--- config.mk ---
export PLATFORM = sky130hd
export DESIGN_NAME = emi_window
export DESIGN_NICKNAME = d
export VERILOG_FILES = /design/src/rtl/emi_pkg.sv /design/src/rtl/emi_addr_regs.sv /design/src/rtl/emi_hold.sv /design/src/rtl/emi_ctrl.sv /design/src/rtl/emi_window.sv
export SDC_FILE = /design/constraint.sdc
export NUM_CORES = 1
export LEC_CHECK = 0
export CAP_MARGIN = 10
export CORE_ASPECT_RATIO = 2
export CORE_MARGIN = 2
export CORE_UTILIZATION = 35
export CTS_BUF_LIST = sky130_fd_sc_hd__clkbuf_4
export DETAILED_ROUTE_END_ITERATION = 12
export PLACE_DENSITY_LB_ADDON = 0.2
export SETUP_SLACK_MARGIN = 0.1
export SYNTH_ARGS = -nofsm -noshare
export SYNTH_HDL_FRONTEND = slang
export SYNTH_SLANG_ARGS = --single-unit
export TNS_END_PERCENT = 1
--- constraint.sdc ---
create_clock -name clk -period 1.95 [get_ports clk]
set_clock_uncertainty 0.2 [all_clocks]
set_input_delay 0.195 -clock clk [delete_from_list [all_inputs] [get_ports clk]]
set_output_delay 0.195 -clock clk [all_outputs]
set_load 0.1 [all_outputs]
--- src/rtl/emi_pkg.sv ---
package emi_pkg;
    localparam int ADDR_W  = 15;
    localparam int WADDR_W = ADDR_W - 2;
    localparam int LO_W    = 6;
    localparam int HI_W    = WADDR_W - LO_W;
    localparam int LANES   = 4;
    localparam int BYTE_W  = 8;
    localparam int WORD_W  = LANES * BYTE_W;
    localparam int LANE_W  = $clog2(LANES);
    localparam int IDX_W   = 3;

    localparam logic [IDX_W-1:0] IDX_ADR_LO = 3'd0;
    localparam logic [IDX_W-1:0] IDX_ADR_HI = 3'd1;

    typedef enum logic [1:0] {
        MODE_B8    = 2'b00,
        MODE_B16   = 2'b01,
        MODE_W32   = 2'b10,
        MODE_W32AI = 2'b11
    } mode_e;

    typedef enum logic {ST_IDLE, ST_FETCH} st_e;

    typedef struct packed {
        logic              ld_lo;
        logic              ld_hi;
        logic              inc;
        logic              clr;
        logic              ld_word;
        logic              ld_lane;
        logic [LANE_W-1:0] lane;
        logic [BYTE_W-1:0] bval;
    } ctl_t;

    function automatic logic word_mode(mode_e m);
        return m[1];
    endfunction

    function automatic logic [LANES-1:0] lane_bit(logic [LANE_W-1:0] l);
        logic [LANES-1:0] r;
        r    = '0;
        r[l] = 1'b1;
        return r;
    endfunction

    function automatic logic [BYTE_W-1:0] pick_lane(logic [WORD_W-1:0] w,
                                                    logic [LANE_W-1:0] l);
        logic [WORD_W-1:0] s;
        s = w >> {l, 3'b000};
        return s[BYTE_W-1:0];
    endfunction
endpackage

--- src/rtl/emi_addr_regs.sv ---
module emi_addr_regs
    import emi_pkg::*;
(
    input  logic               clk,
    input  logic               rst,
    input  logic               ld_lo,
    input  logic               ld_hi,
    input  logic               inc,
    input  logic [BYTE_W-1:0]  lo_val,
    input  logic [HI_W-1:0]    hi_val,
    output logic [WADDR_W-1:0] waddr,
    output mode_e              mode
);
    always_ff @(posedge clk) begin
        if (rst) begin
            waddr <= '0;
            mode  <= MODE_B8;
        end else if (ld_lo) begin
            waddr[LO_W-1:0] <= lo_val[BYTE_W-1:2];
            mode            <= mode_e'(lo_val[1:0]);
        end else if (ld_hi) begin
            waddr[WADDR_W-1:LO_W] <= hi_val;
        end else if (inc) begin
            waddr <= waddr + 1'b1;
        end
    end
endmodule

--- src/rtl/emi_hold.sv ---
module emi_hold
    import emi_pkg::*;
(
    input  logic              clk,
    input  logic              rst,
    input  logic              clr,
    input  logic              ld_word,
    input  logic [WORD_W-1:0] word_in,
    input  logic              ld_lane,
    input  logic [LANE_W-1:0] lane,
    input  logic [BYTE_W-1:0] bval,
    output logic [WORD_W-1:0] hold
);
    for (genvar l = 0; l < LANES; l++) begin : g_lane
        logic [BYTE_W-1:0] q;
        always_ff @(posedge clk) begin
            if (rst || clr)
                q <= '0;
            else if (ld_word)
                q <= word_in[l*BYTE_W +: BYTE_W];
            else if (ld_lane && lane == LANE_W'(l))
                q <= bval;
        end
        assign hold[l*BYTE_W +: BYTE_W] = q;
    end
endmodule

--- src/rtl/emi_ctrl.sv ---
module emi_ctrl
    import emi_pkg::*;
(
    input  logic               clk,
    input  logic               rst,
    input  logic               host_sel,
    input  logic               host_wr,
    input  logic [IDX_W-1:0]   host_idx,
    input  logic [BYTE_W-1:0]  host_wdata,
    input  mode_e              mode,
    input  logic [WADDR_W-1:0] waddr,
    input  logic [WORD_W-1:0]  hold,
    input  logic [WORD_W-1:0]  mem_rdata,
    output ctl_t               ctl,
    output logic               host_ready,
    output logic [BYTE_W-1:0]  host_rdata,
    output logic               mem_en,
    output logic               mem_we,
    output logic [LANES-1:0]   mem_be,
    output logic [WADDR_W-1:0] mem_addr,
    output logic [WORD_W-1:0]  mem_wdata
);
    st_e st, st_n;

    logic [LANE_W-1:0] lane;
    logic              is_lane, wm, ai, last_lane, need_fetch;

    assign lane       = host_idx[LANE_W-1:0];
    assign is_lane    = host_idx[IDX_W-1];
    assign wm         = word_mode(mode);
    assign ai         = (mode == MODE_W32AI);
    assign last_lane  = (lane == LANE_W'(LANES - 1));
    assign need_fetch = host_sel && !host_wr && is_lane && (!wm || lane == '0);

    always_comb begin
        st_n        = st;
        ctl         = '0;
        ctl.lane    = lane;
        ctl.bval    = host_wdata;
        host_ready  = 1'b0;
        host_rdata  = '0;
        mem_en      = 1'b0;
        mem_we      = 1'b0;
        mem_be      = '0;
        mem_addr    = waddr;
        mem_wdata   = {LANES{host_wdata}};
        unique case (st)
            ST_IDLE: begin
                if (need_fetch) begin
                    mem_en = 1'b1;
                    st_n   = ST_FETCH;
                end else if (host_sel) begin
                    host_ready = 1'b1;
                    if (host_wr) begin
                        if (host_idx == IDX_ADR_LO) begin
                            ctl.ld_lo = 1'b1;
                            ctl.clr   = 1'b1;
                        end else if (host_idx == IDX_ADR_HI) begin
                            ctl.ld_hi = 1'b1;
                            ctl.clr   = 1'b1;
                        end else if (is_lane) begin
                            ctl.ld_lane = 1'b1;
                            if (!wm) begin
                                mem_en = 1'b1;
                                mem_we = 1'b1;
                                mem_be = lane_bit(lane);
                            end else if (last_lane) begin
                                mem_en    = 1'b1;
                                mem_we    = 1'b1;
                                mem_be    = '1;
                                mem_wdata = {host_wdata, hold[WORD_W-BYTE_W-1:0]};
                                ctl.inc   = ai;
                            end
                        end
                    end else begin
                        if (host_idx == IDX_ADR_LO)
                            host_rdata = {waddr[LO_W-1:0], mode};
                        else if (host_idx == IDX_ADR_HI)
                            host_rdata = BYTE_W'(waddr[WADDR_W-1:LO_W]);
                        else if (is_lane) begin
                            host_rdata = pick_lane(hold, lane);
                            ctl.inc    = ai && last_lane;
                        end
                    end
                end
            end
            ST_FETCH: begin
                host_ready = 1'b1;
                host_rdata = pick_lane(mem_rdata, lane);
                ctl.bval   = host_rdata;
                ctl.ld_word = wm;
                ctl.ld_lane = !wm;
                st_n       = ST_IDLE;
            end
            default: st_n = ST_IDLE;
        endcase
    end

    always_ff @(posedge clk) begin
        if (rst) st <= ST_IDLE;
        else     st <= st_n;
    end


    fetch_stall_chk: assert property (@(posedge clk) disable iff (rst)
        (mem_en && !mem_we) |-> !host_ready);

    fetch_ready_chk: assert property (@(posedge clk) disable iff (rst)
        (mem_en && !mem_we) |=> host_ready);

    lane_be_chk: assert property (@(posedge clk) disable iff (rst)
        (mem_en && mem_we && !wm) |-> $countones(mem_be) == 1);

    flush_lane_chk: assert property (@(posedge clk) disable iff (rst)
        (mem_en && mem_we && mem_be == '1) |-> (host_wr && host_idx == 3'd7));
endmodule

--- src/rtl/emi_window.sv ---
module emi_window
    import emi_pkg::*;
(
    input  logic         clk,
    input  logic         rst,
    input  logic         host_sel,
    input  logic         host_wr,
    input  logic [2:0]   host_idx,
    input  logic [7:0]   host_wdata,
    output logic [7:0]   host_rdata,
    output logic         host_ready,
    output logic         mem_en,
    output logic         mem_we,
    output logic [3:0]   mem_be,
    output logic [12:0]  mem_addr,
    output logic [31:0]  mem_wdata,
    input  logic [31:0]  mem_rdata
);
    ctl_t               ctl;
    mode_e              mode;
    logic [WADDR_W-1:0] waddr;
    logic [WORD_W-1:0]  hold;

    emi_addr_regs u_regs (
        .clk    (clk),
        .rst    (rst),
        .ld_lo  (ctl.ld_lo),
        .ld_hi  (ctl.ld_hi),
        .inc    (ctl.inc),
        .lo_val (host_wdata),
        .hi_val (host_wdata[HI_W-1:0]),
        .waddr  (waddr),
        .mode   (mode)
    );

    emi_hold u_hold (
        .clk     (clk),
        .rst     (rst),
        .clr     (ctl.clr),
        .ld_word (ctl.ld_word),
        .word_in (mem_rdata),
        .ld_lane (ctl.ld_lane),
        .lane    (ctl.lane),
        .bval    (ctl.bval),
        .hold    (hold)
    );

    emi_ctrl u_ctrl (
        .clk        (clk),
        .rst        (rst),
        .host_sel   (host_sel),
        .host_wr    (host_wr),
        .host_idx   (host_idx),
        .host_wdata (host_wdata),
        .mode       (mode),
        .waddr      (waddr),
        .hold       (hold),
        .mem_rdata  (mem_rdata),
        .ctl        (ctl),
        .host_ready (host_ready),
        .host_rdata (host_rdata),
        .mem_en     (mem_en),
        .mem_we     (mem_we),
        .mem_be     (mem_be),
        .mem_addr   (mem_addr),
        .mem_wdata  (mem_wdata)
    );


    step_chk: assert property (@(posedge clk) disable iff (rst)
        ctl.inc |=> waddr == $past(waddr) + 1'b1);

    cancel_chk: assert property (@(posedge clk) disable iff (rst)
        (host_sel && host_wr && host_ready && host_idx[2:1] == 2'b00) |-> !mem_en);

    unused_chk: assert property (@(posedge clk) disable iff (rst)
        (host_sel && host_ready && host_idx[2:1] == 2'b01) |-> (host_rdata == 8'h00 && !mem_en));
endmodule

==> flow_summary.json, run 1 <==
{
  "outcome": "finished, violations left",
  "violations": "negative setup slack",
  "critPathMaxStageDelay_ps": 370,
  "fin_util_pct": 66.1,
  "cts_buffer_depth": 2,
  "hpwl_um": 10400,
  "ir_drop_mv": 0.282,
  "max_freq_mhz": 434,
  "cts_tree": "built",
  "clkLatencyLatePin_ps": 390,
  "syn_inst": 404,
  "ys.flop_type": "dfxtp_1",
  "coreArea_um2": 9640,
  "io_pins": 107,
  "syn_to_final_growth_pct": 86.6,
  "nets": 614,
  "drt-pass1-iter-count": 4,
  "drtIter0Drc": 180,
  "grt_pass1_wl_um": 20900,
  "die-width_um": 73.8,
  "yosysUniqueCellTypes": 57,
  "syn_nets": 452,
  "slew_violations": 0,
  "path_cells": "nand4b_1 -> nor2_4 -> buf_12 -> nor2b_1 -> buf_4 -> a21o_4 -> buf_12",
  "synth_warnings": 0,
  "seq_area_um2": 991,
  "crit_path_max_fanout": 5,
  "std_cell_rows": 51,
  "antenna_found_initial": 1,
  "cp_common_cell": "buf_12",
  "critPathSlowestCell": "dfxtp_4",
  "cts_root_buffer": "clkbuf_4",
  "cts_htree_levels": 2,
  "dpl_cell_area_um2": 5960,
  "vias_per_cell": 5.55,
  "path_delay_family": "simple AND/OR/NAND/NOR gates",
  "stdcell_area_um2": 6370,
  "setup_violations": 38,
  "drc": 0,
  "relSlewSlack_pct": 75.0,
  "place_congestion": 0.948,
  "rsz0062_at_grt": "true",
  "total_power_uw": 2980,
  "tightest_slew_ps": 375,
  "cp-end-kind": "output port",
  "routed-via-count": 3879,
  "grt.total_usage_pct": 25.8,
  "setup_slack_ps": -352,
  "final.period_utilization_pct": 118,
  "cts_buffers": 5,
  "hold_path.class": "input pin to flip-flop",
  "grt_max_degree": 33,
  "dp_slack_ps": -410,
  "drt_wl_total_um": 13300,
  "postSynthAreaPerCell_um2": 8.45,
  "drtAntennaViolNets": 0,
  "grt_pass1_vias": 4038,
  "die_y_um": 144,
  "io_buffer_count": 106,
  "clock_sinks": 48,
  "worstSetupPathType": "flip-flop to output port",
  "synth_seq_cells": 48,
  "ys_seq_area_share_pct": 28.2,
  "arrival_ps": 1910,
  "layout-drive-gt1-share_pct": 49.5,
  "powerDensity_nw_per_um2": 468,
  "cap_violations": 0,
  "worstPathRequired_ps": 1550,
  "dieArea_um2": 10600,
  "gr-total-overflow": 0,
  "clk_pin_slew_ps": 160,
  "nFillCells": 771,
  "multi_input_area_um2": 2580,
  "start_util_pct": 35.4,
  "async_flop_share_pct": 0,
  "finalHoldViolCount": 0,
  "path_buf_inv": 3,
  "crit_path_start_kind": "flip-flop",
  "period_needed_ps": 2300,
  "power_leakage_uw": 0.00244,
  "synth-edff-count": 0,
  "syn_area_um2": 3410,
  "post_drt_wl_per_cell_um": 19.0
}
==> timing repair <==
action	4_1_cts	5_1_grt
endpoints found under the setup margin	42	76
gates resized for setup	27	35
setup buffers	3	1
pin swaps	8	17
gates cloned	1	0
hold buffers	0	0
==> placed cells by master, fill, tap and decap left out, drive strengths merged, types with 9 or more instances in the layout <==
cell / synthesis / final
nor2b: 20 / 20
a21o: 26 / 26
buf: 34 / 154
a311oi: 36 / 36
clkdlybuf4s50: 0 / 44
dfxtp: 48 / 48
a21oi: 11 / 11
nor2: 56 / 56
nand2: 45 / 45
a211oi: 9 / 9
==> kinds of logic (layout without fill, tap and decap cells) <==
family,count (synthesis),in the layout,share of synthesized area [%]
other,0,1,0
adders and majority gates,1,1,0.367
and+or+nand+nor,163,163,25.3
AOI/OAI and AO/OA,114,114,26.1
DFF,48,48,28.2
xor gates and xnor gates,7,7,1.80
muxes,24,24,10.3
buffers and inverters,47,209,8.03
==> per-stage QoR <==
step,setup TNS [ps],std cells,hold slack (ps)
after global placement,-18100,686,285
after floorplan,-7820,404,139
after CTS,-9880,697,192
final,-10820,699,200
after detailed placement,-20840,686,293
after global routing,-13240,699,199
==> tightest hold or removal path, delay by kind of cell <==
kind,cells,cell delay (ps)
buffers and inverters,1,430
AOI/OAI and AO/OA,1,80
and+or+nand+nor,1,70
==> where the power goes <==
part	internal, uW	switching (uW)
sequential	1010	25.0
combinational	517	674
clock	393	368
total	1910	1070
==> area by class of cell <==
class / count / share of cell area, %
sequential: 48 / 15.6
clock buffer: 5 / 0.590
multi-input combinational: 309 / 40.5
timing repair buffer: 200 / 39.7
inverter: 2 / 0.118
tap: 132 / 2.59
antenna: 1 / 0.0393
clock inverter: 2 / 0.943
==> final timing paths <==
kind	from	to	slack (ps)	cells after the start
setup / recovery	u_ctrl.st	mem_wdata[20]	-350	7
hold / removal	mem_rdata[12]	u_hold.g_lane[1].q[4]	200	3
setup reg to reg	u_ctrl.st	u_regs.waddr[9]	80	5
hold reg to reg	u_hold.g_lane[3].q[5]	u_hold.g_lane[3].q[5]	310	2
==> flip-flops by register name, indices dropped and copies added, names as in the netlist <==
| signal | flops |
|---|---|
| u_ctrl.st | 1 |
| u_hold.g_lane.q | 32 |
| u_regs.mode | 2 |
| u_regs.waddr | 13 |
==> metal layers <==
metal	track usage [%]	up-vias	part of all wire, %
met2	48.9	109	57
met1	28.2	1911	37
li1	-	1832	-
met5	0	-	0
met3	2.45	27	3.2
met4	10.1	0	2.8
==> cells in the mapped netlist (all sizes together) (7+ instances only) <==
| cell | count | area share (%) |
|---|---|---|
| mux2i | 8 | 2.3 |
| a21o | 26 | 5.7 |
| nor4 | 7 | 2.3 |
| a211oi | 9 | 2.1 |
| nand3 | 8 | 1.5 |
| a22oi | 8 | 1.8 |
| buf | 34 | 6.6 |
| dfxtp | 48 | 28 |
| a22o | 7 | 1.8 |
| mux4 | 8 | 5.3 |
| a21oi | 11 | 1.7 |
| nor2 | 56 | 6.2 |
| mux2 | 8 | 2.6 |
| nand2 | 45 | 5.0 |
| clkbuf | 11 | 1.2 |
| nor2b | 20 | 3.7 |
| a311oi | 36 | 9.4 |
No activity file was read; power rests on OpenSTA's default activity.
==> run 2: changes to the inputs <==
--- a/config.mk
+++ b/config.mk
@@ -12,8 +12,9 @@
 export CTS_BUF_LIST = sky130_fd_sc_hd__clkbuf_4
 export DETAILED_ROUTE_END_ITERATION = 12
 export PLACE_DENSITY_LB_ADDON = 0.2
-export SETUP_SLACK_MARGIN = 0.1
+export SLEW_MARGIN = 5
 export SYNTH_ARGS = -nofsm -noshare
 export SYNTH_HDL_FRONTEND = slang
+export SYNTH_HIERARCHICAL = 1
 export SYNTH_SLANG_ARGS = --single-unit
 export TNS_END_PERCENT = 1
==> run 2 against run 1 <==
Power fell by 8.2%. The run still ends with negative setup slack left. Highest routed layer unchanged. Routed wire length increased by 12%. Clock-buffer cell count unchanged. Hold slack lost 150 ps. Utilization is 4.4 points lower. Register-to-register slack lost 190 ps. Critical endpoint is now mem_wdata[17]. Critical path type unchanged.
==> flow_summary.json, run 2 <==
{
  "outcome": "finished, violations left",
  "violations": "negative setup slack",
  "cp.depth": 7,
  "drt-pass1-iter-count": 5,
  "max_freq_mhz": 421,
  "cap_violations": 0,
  "setup_slack_ps": -425,
  "ys.flop_type": "dfxtp_1",
  "antenna_found_initial": 1,
  "arrival_ps": 1980,
  "synth_common_cells": "49 x o21ai_0, 48 x dfxtp_1, 47 x mux2i_1, 25 x a21oi_1, 24 x buf_4",
  "crit-reg2reg-launch": "u_ctrl/st",
  "grt_pass1_vias": 4306,
  "clk_pin_slew_ps": 150,
  "drc": 0,
  "clock_sinks": 48,
  "final_cells": 762,
  "setup_violations": 66,
  "intPower_uw": 1680,
  "power_leakage_uw": 0.00293,
  "cts_buffer_depth": 2,
  "grt.total_usage_pct": 24.4,
  "cp_common_cell": "buf_12",
  "hpwl_um": 11100,
  "yosysMostFrequentCell": "o21ai_0",
  "path_buf_inv": 3,
  "crit_path_max_fanout": 6,
  "start_util_pct": 35.6,
  "crit_path_start_kind": "flip-flop",
  "syn_area_um2": 3960,
  "synth_top_cell_by_area": "dfxtp_1",
  "std_cell_rows": 55,
  "nFillCells": 976,
  "hold_path.class": "input pin to flip-flop",
  "fin_setup_tns_ps": -14410,
  "r2r_end": "u_regs/waddr[3]",
  "tightest_slew_ps": 474,
  "dp.cells": 746,
  "reg2reg_depth": 10,
  "die_y_um": 155,
  "postSynthAreaPerCell_um2": 9.20,
  "synth_warnings": 6,
  "synth-edff-count": 0,
  "path_cells": "nor2b_4 -> buf_6 -> nand3_4 -> nor2_8 -> buf_12 -> mux2_4 -> buf_12",
  "vias_per_cell": 5.46,
  "routed-via-count": 4163,
  "layout_commonest_cell": "buf_4",
  "ir_drop_mv": 0.371,
  "grt_pass1_wl_um": 22800,
  "worstSetupPathType": "flip-flop to output port",
  "relSlewSlack_pct": 68.4,
  "hold_depth": 2,
  "top_register": "u_hold/g_lane.q",
  "switching_power_uw": 1060,
  "powerDensity_nw_per_um2": 398,
  "syn_inst": 431,
  "path_delay_family": "buffers and inverters",
  "io_buffer_count": 106,
  "cts_buffers": 5,
  "dieArea_um2": 12200,
  "worstPathRequired_ps": 1550,
  "syn_nets": 479,
  "grt_max_degree": 33,
  "largest_register_ffs": 32,
  "combPwrFrac_pct": 44.4,
  "cts_root_buffer": "clkbuf_4",
  "gr-total-overflow": 0,
  "post_synth_main_area_contributors": "dfxtp_1 24%, mux2i_1 12%, mux4_2 8.0%, mux2_4 7.6%, o21ai_0 6.2%",
  "io_pins": 107,
  "die-width_um": 79.3,
  "finalHoldViolCount": 0,
  "ys_seq_area_share_pct": 24.2,
  "critPathMaxStageDelay_ps": 370,
  "cts_tree": "built",
  "cp-end-kind": "output port",
  "async_flop_share_pct": 0,
  "drtAntennaViolNets": 0,
  "place_congestion": 0.900,
  "final.period_utilization_pct": 122,
  "p_sw_share_pct": 38.7,
  "holdWs_ps": 50.1,
  "seqPwrFrac_pct": 37.7,
  "nets": 666,
  "final_cell_mix": "110 x buf_4, 70 x buf_12, 47 x mux2i_1",
  "clkLatencyLatePin_ps": 390,
  "rsz0062_at_grt": "true",
  "reg2reg_slack_ps": -110,
  "syn_to_final_growth_pct": 73.4,
  "post_drt_wl_per_cell_um": 19.6,
  "critPathSlowestCell": "dfxtp_2",
  "synth_seq_cells": 48,
  "cts_htree_levels": 2,
  "total_power_uw": 2740,
  "startpoint": "u_ctrl/st",
  "synth.top_cell.area_share_pct": 24.2,
  "layout-drive-gt1-share_pct": 46.8,
  "coreArea_um2": 11100,
  "yosysUniqueCellTypes": 56,
  "drt_wl_total_um": 14900,
  "cp-endpoint": "mem_wdata[17]",
  "period_needed_ps": 2380,
  "power.share.clock_pct": 17.9,
  "slew_violations": 0,
  "drtIter0Drc": 175,
  "reg_top3": "u_hold/g_lane.q x32, u_regs/waddr x13, u_regs/mode x2"
}
-- run 2: how the worst min path moves through the flow --
stage | from | to | slack (ps)
final | host_wr | u_ctrl/st | 50
after detailed placement | u_regs/mode[0] | u_regs/mode[0] | 320
after CTS | host_wr | u_ctrl/st | 20
after floorplan | rst | u_regs/waddr[9] | 60
after global routing | host_wr | u_ctrl/st | 60
after global placement | u_hold/g_lane[0].q[0] | u_hold/g_lane[0].q[0] | 310
-- run 2: stage by stage --
step	util [%]	area [um^2]	worst slack, ps
global placement	58.3	6500	-462
global route	61.6	6870	-495
finish	61.6	6870	-425
floorplan	-	4020	-426
detailed placement	58.3	6500	-511
CTS	61.2	6820	-460
-- run 2: area by class of cell --
cell class              count  area [um^2]  share of cell area [%]
clock inverters             3         18.8                   0.273
well taps                 142          178                    2.59
diodes                      1         2.50                  0.0364
flip-flops and latches     48          968                    14.1
clock buffers               5         37.5                   0.546
repair buffers            237         2810                    40.9
multi-input cells         312         2810                    40.8
inverters                  14         52.6                   0.765
-- run 2: power by group through the flow --
stage,clock (uW),sequential (uW),combinational (uW)
final,489,1030,1220
after global routing,543,1030,1260
after CTS,519,1030,1200
after detailed placement,0,1050,1170
after global placement,0,1050,1170
after floorplan,0,1040,651
-- run 2: cell families after synthesis --
| logic type | count (synthesis) | share of synthesized area (%) |
|---|---|---|
| simple gates | 93 | 13.3 |
| flops | 48 | 24.2 |
| xor+xnor | 6 | 1.33 |
| buf+inv | 71 | 11.2 |
| fa+ha+maj | 1 | 0.316 |
| mux | 89 | 29.7 |
| compound gates | 123 | 19.9 |
-- run 2: per-layer routing --
metal	global-route usage, %	share of wire [%]	vias to the layer above
li1	-	-	1972
met1	26.9	37	1961
met2	41.6	51	180
met3	3.50	5.2	50
met4	17.8	7.5	0
met5	0	0	-
-- run 2: timing repair --
| action | CTS | global route |
|---|---|---|
| gates cloned | 2 | 0 |
| setup endpoints to repair | 65 | 82 |
| pin swaps | 6 | 4 |
| buffers inserted | 6 | 1 |
| hold buffers | 0 | 0 |
| gates resized for setup | 49 | 38 |
==> run 3: changes to the inputs <==
--- a/config.mk
+++ b/config.mk
@@ -7,7 +7,7 @@
 export LEC_CHECK = 0
 export CAP_MARGIN = 10
 export CORE_ASPECT_RATIO = 2
-export CORE_MARGIN = 2
+export CORE_MARGIN = 1
 export CORE_UTILIZATION = 35
 export CTS_BUF_LIST = sky130_fd_sc_hd__clkbuf_4
 export DETAILED_ROUTE_END_ITERATION = 12
==> run 3 against run 2 <==
The run still ends with negative setup slack left. Register-to-register slack got worse by 50 ps. Worst setup slack improved by 100 ps. Clock-buffer cell count unchanged. Utilization decreased by 1.6 points. Sequential cell count unchanged. Routed wire length decreased by 3.8%. First-iteration DRC count increased by 45%. Die area decreased by 3.8%. Critical path depth decreased by 1. Critical path type unchanged. Critical endpoint is now mem_wdata[6]. Highest routed layer unchanged.
==> flow_summary.json, run 3 (synthesized netlist as in run 2, its figures left out) <==
{
  "dieArea_um2": 11800,
  "path_cells": "nand3_4 -> buf_6 -> nor2_8 -> buf_12 -> mux2_4 -> buf_12",
  "clkLatencyLatePin_ps": 380,
  "start_util_pct": 36.2,
  "power_leakage_uw": 0.00274,
  "holdWs_ps": 258,
  "setup_slack_ps": -325,
  "path_buf_inv": 3,
  "drt_wl_total_um": 14300,
  "post_drt_wl_per_cell_um": 19.9,
  "cts_tree": "built",
  "tightest_slew_ps": 535,
  "drtAntennaViolNets": 0,
  "die_y_um": 153,
  "coreArea_um2": 10900,
  "gr-total-overflow": 0,
  "path_delay_family": "buffers and inverters",
  "finalHoldViolCount": 0,
  "cts_buffer_depth": 2,
  "drtIter0Drc": 253,
  "grt.total_usage_pct": 24.6,
  "cp_common_cell": "buf_12",
  "total_power_uw": 2780,
  "cp.depth": 6,
  "dp.cells": 715,
  "critPathMaxStageDelay_ps": 400,
  "ir_drop_mv": 0.447,
  "clk_pin_slew_ps": 150,
  "worstSetupPathType": "flip-flop to output port",
  "final_cells": 722,
  "final.period_utilization_pct": 117,
  "critPathSlowestCell": "dfxtp_4",
  "reg2reg_depth": 9,
  "worstHoldStart": "host_idx[2]",
  "slew_violations": 0,
  "relSlewSlack_pct": 64.0,
  "setup_violations": 49,
  "top_register": "u_hold/g_lane.q",
  "reg_top3": "u_hold/g_lane.q x32, u_regs/waddr x13, u_regs/mode x2",
  "routed-via-count": 4091,
  "nFillCells": 918,
  "place_congestion": 1.05,
  "layout-drive-gt1-share_pct": 43.1,
  "grt_pass1_vias": 4255,
  "antenna_found_initial": 0,
  "outcome": "finished, violations left",
  "cts_buffers": 5,
  "startpoint": "u_regs/mode[1]",
  "rsz0062_at_grt": "true",
  "vias_per_cell": 5.67,
  "crit_path_max_fanout": 9,
  "antenna_cells": 0,
  "arrival_ps": 1880,
  "io_pins": 107,
  "die-width_um": 77.3,
  "largest_register_ffs": 32,
  "max_freq_mhz": 440,
  "cts_htree_levels": 2,
  "hold_path.class": "input pin to flip-flop",
  "period_needed_ps": 2270,
  "final_cell_mix": "79 x buf_4, 69 x buf_12, 47 x mux2i_1",
  "hpwl_um": 11300,
  "nets": 631,
  "crit-reg2reg-launch": "u_ctrl/st",
  "cts_root_buffer": "clkbuf_4",
  "layout_commonest_cell": "buf_4",
  "grt_max_degree": 38,
  "hold_depth": 4,
  "std_cell_rows": 54,
  "drc": 0,
  "worstPathRequired_ps": 1550,
  "crit_path_start_kind": "flip-flop",
  "cts_hold_buf": 0,
  "drt-pass1-iter-count": 5,
  "cap_violations": 0,
  "cp-end-kind": "output port",
  "io_buffer_count": 106,
  "violations": "negative setup slack",
  "grt_pass1_wl_um": 22600,
  "clock_sinks": 48,
  "syn_to_final_growth_pct": 65.9,
  "powerDensity_nw_per_um2": 423
}
run 3: cell types whose count changed in the layout (fill, tap and decap cells not counted), moves of 3 or more:
cell     previous run  this run
buf_6               9         6
o21ai_2            10         6
nor4_1              3         0
o21ai_1            15         3
o21ai_0            24        42
a21oi_2             3         6
buf_4             110        79
nor4_2              0         3
run 3: metrics by stage:
stage	cell area [um^2]	setup TNS, ps	util, %	setup WS (ps)
2_1_floorplan	4020	-5150	-	-426
3_3_place_gp	6280	-31300	57.4	-454
3_5_place_dp	6280	-34100	57.4	-501
4_1_cts	6480	-10760	59.2	-327
5_1_grt	6580	-15810	60.1	-373
6_report	6580	-10120	60.1	-325
run 3: per-layer routing:
layer  global-route usage, %  routed length (um)  vias up
li1                        -                   -     1894
met1                    25.6                5000     1981
met3                    2.75                 658       44
met5                       0                   0        -
met2                    47.5                8150      172
met4                    11.1                 534        0
run 3: report_power, final:
| part | switching (uW) | internal (uW) | total [uW] |
|---|---|---|---|
| clock network | 330 | 257 | 587 |
| registers | 24.3 | 1010 | 1030 |
| logic | 666 | 500 | 1170 |
| total | 1020 | 1760 | 2780 |
run 3: path summary, 6_finish.rpt:
check / to / slack, ps
worst max-delay path: mem_wdata[6] / -320
worst min-delay path: u_ctrl/st / 260
worst max register to register: u_regs/waddr[1] / -160
worst min register to register: u_hold/g_lane[3].q[0] / 350
run 3: layout make-up:
class | count | area (um^2) | share of cell area [%]
multi-input cells | 312 | 2790 | 42.4
repair buffers | 202 | 2520 | 38.4
flip-flops and latches | 48 | 966 | 14.7
well taps | 140 | 175 | 2.66
inverters | 14 | 52.6 | 0.799
clock buffers | 5 | 37.5 | 0.571
clock inverters | 1 | 30.0 | 0.457
run 3: worst reg2reg max path: stages (launching register included):
cell and delay, ps:
dfxtp_2 360, nor2b_4 150, buf_4 140, and3_1 200, and2_4 180, nand2b_4 130, buf_4 140, mux2_2 340
mux2i_1 130, nor2_1 50
run 3: what timing repair did:
action,4_1_cts,5_1_grt
resized for setup,30,25
setup buffers,1,0
gates cloned,0,0
setup endpoints to repair,78,86
pin swaps,5,8
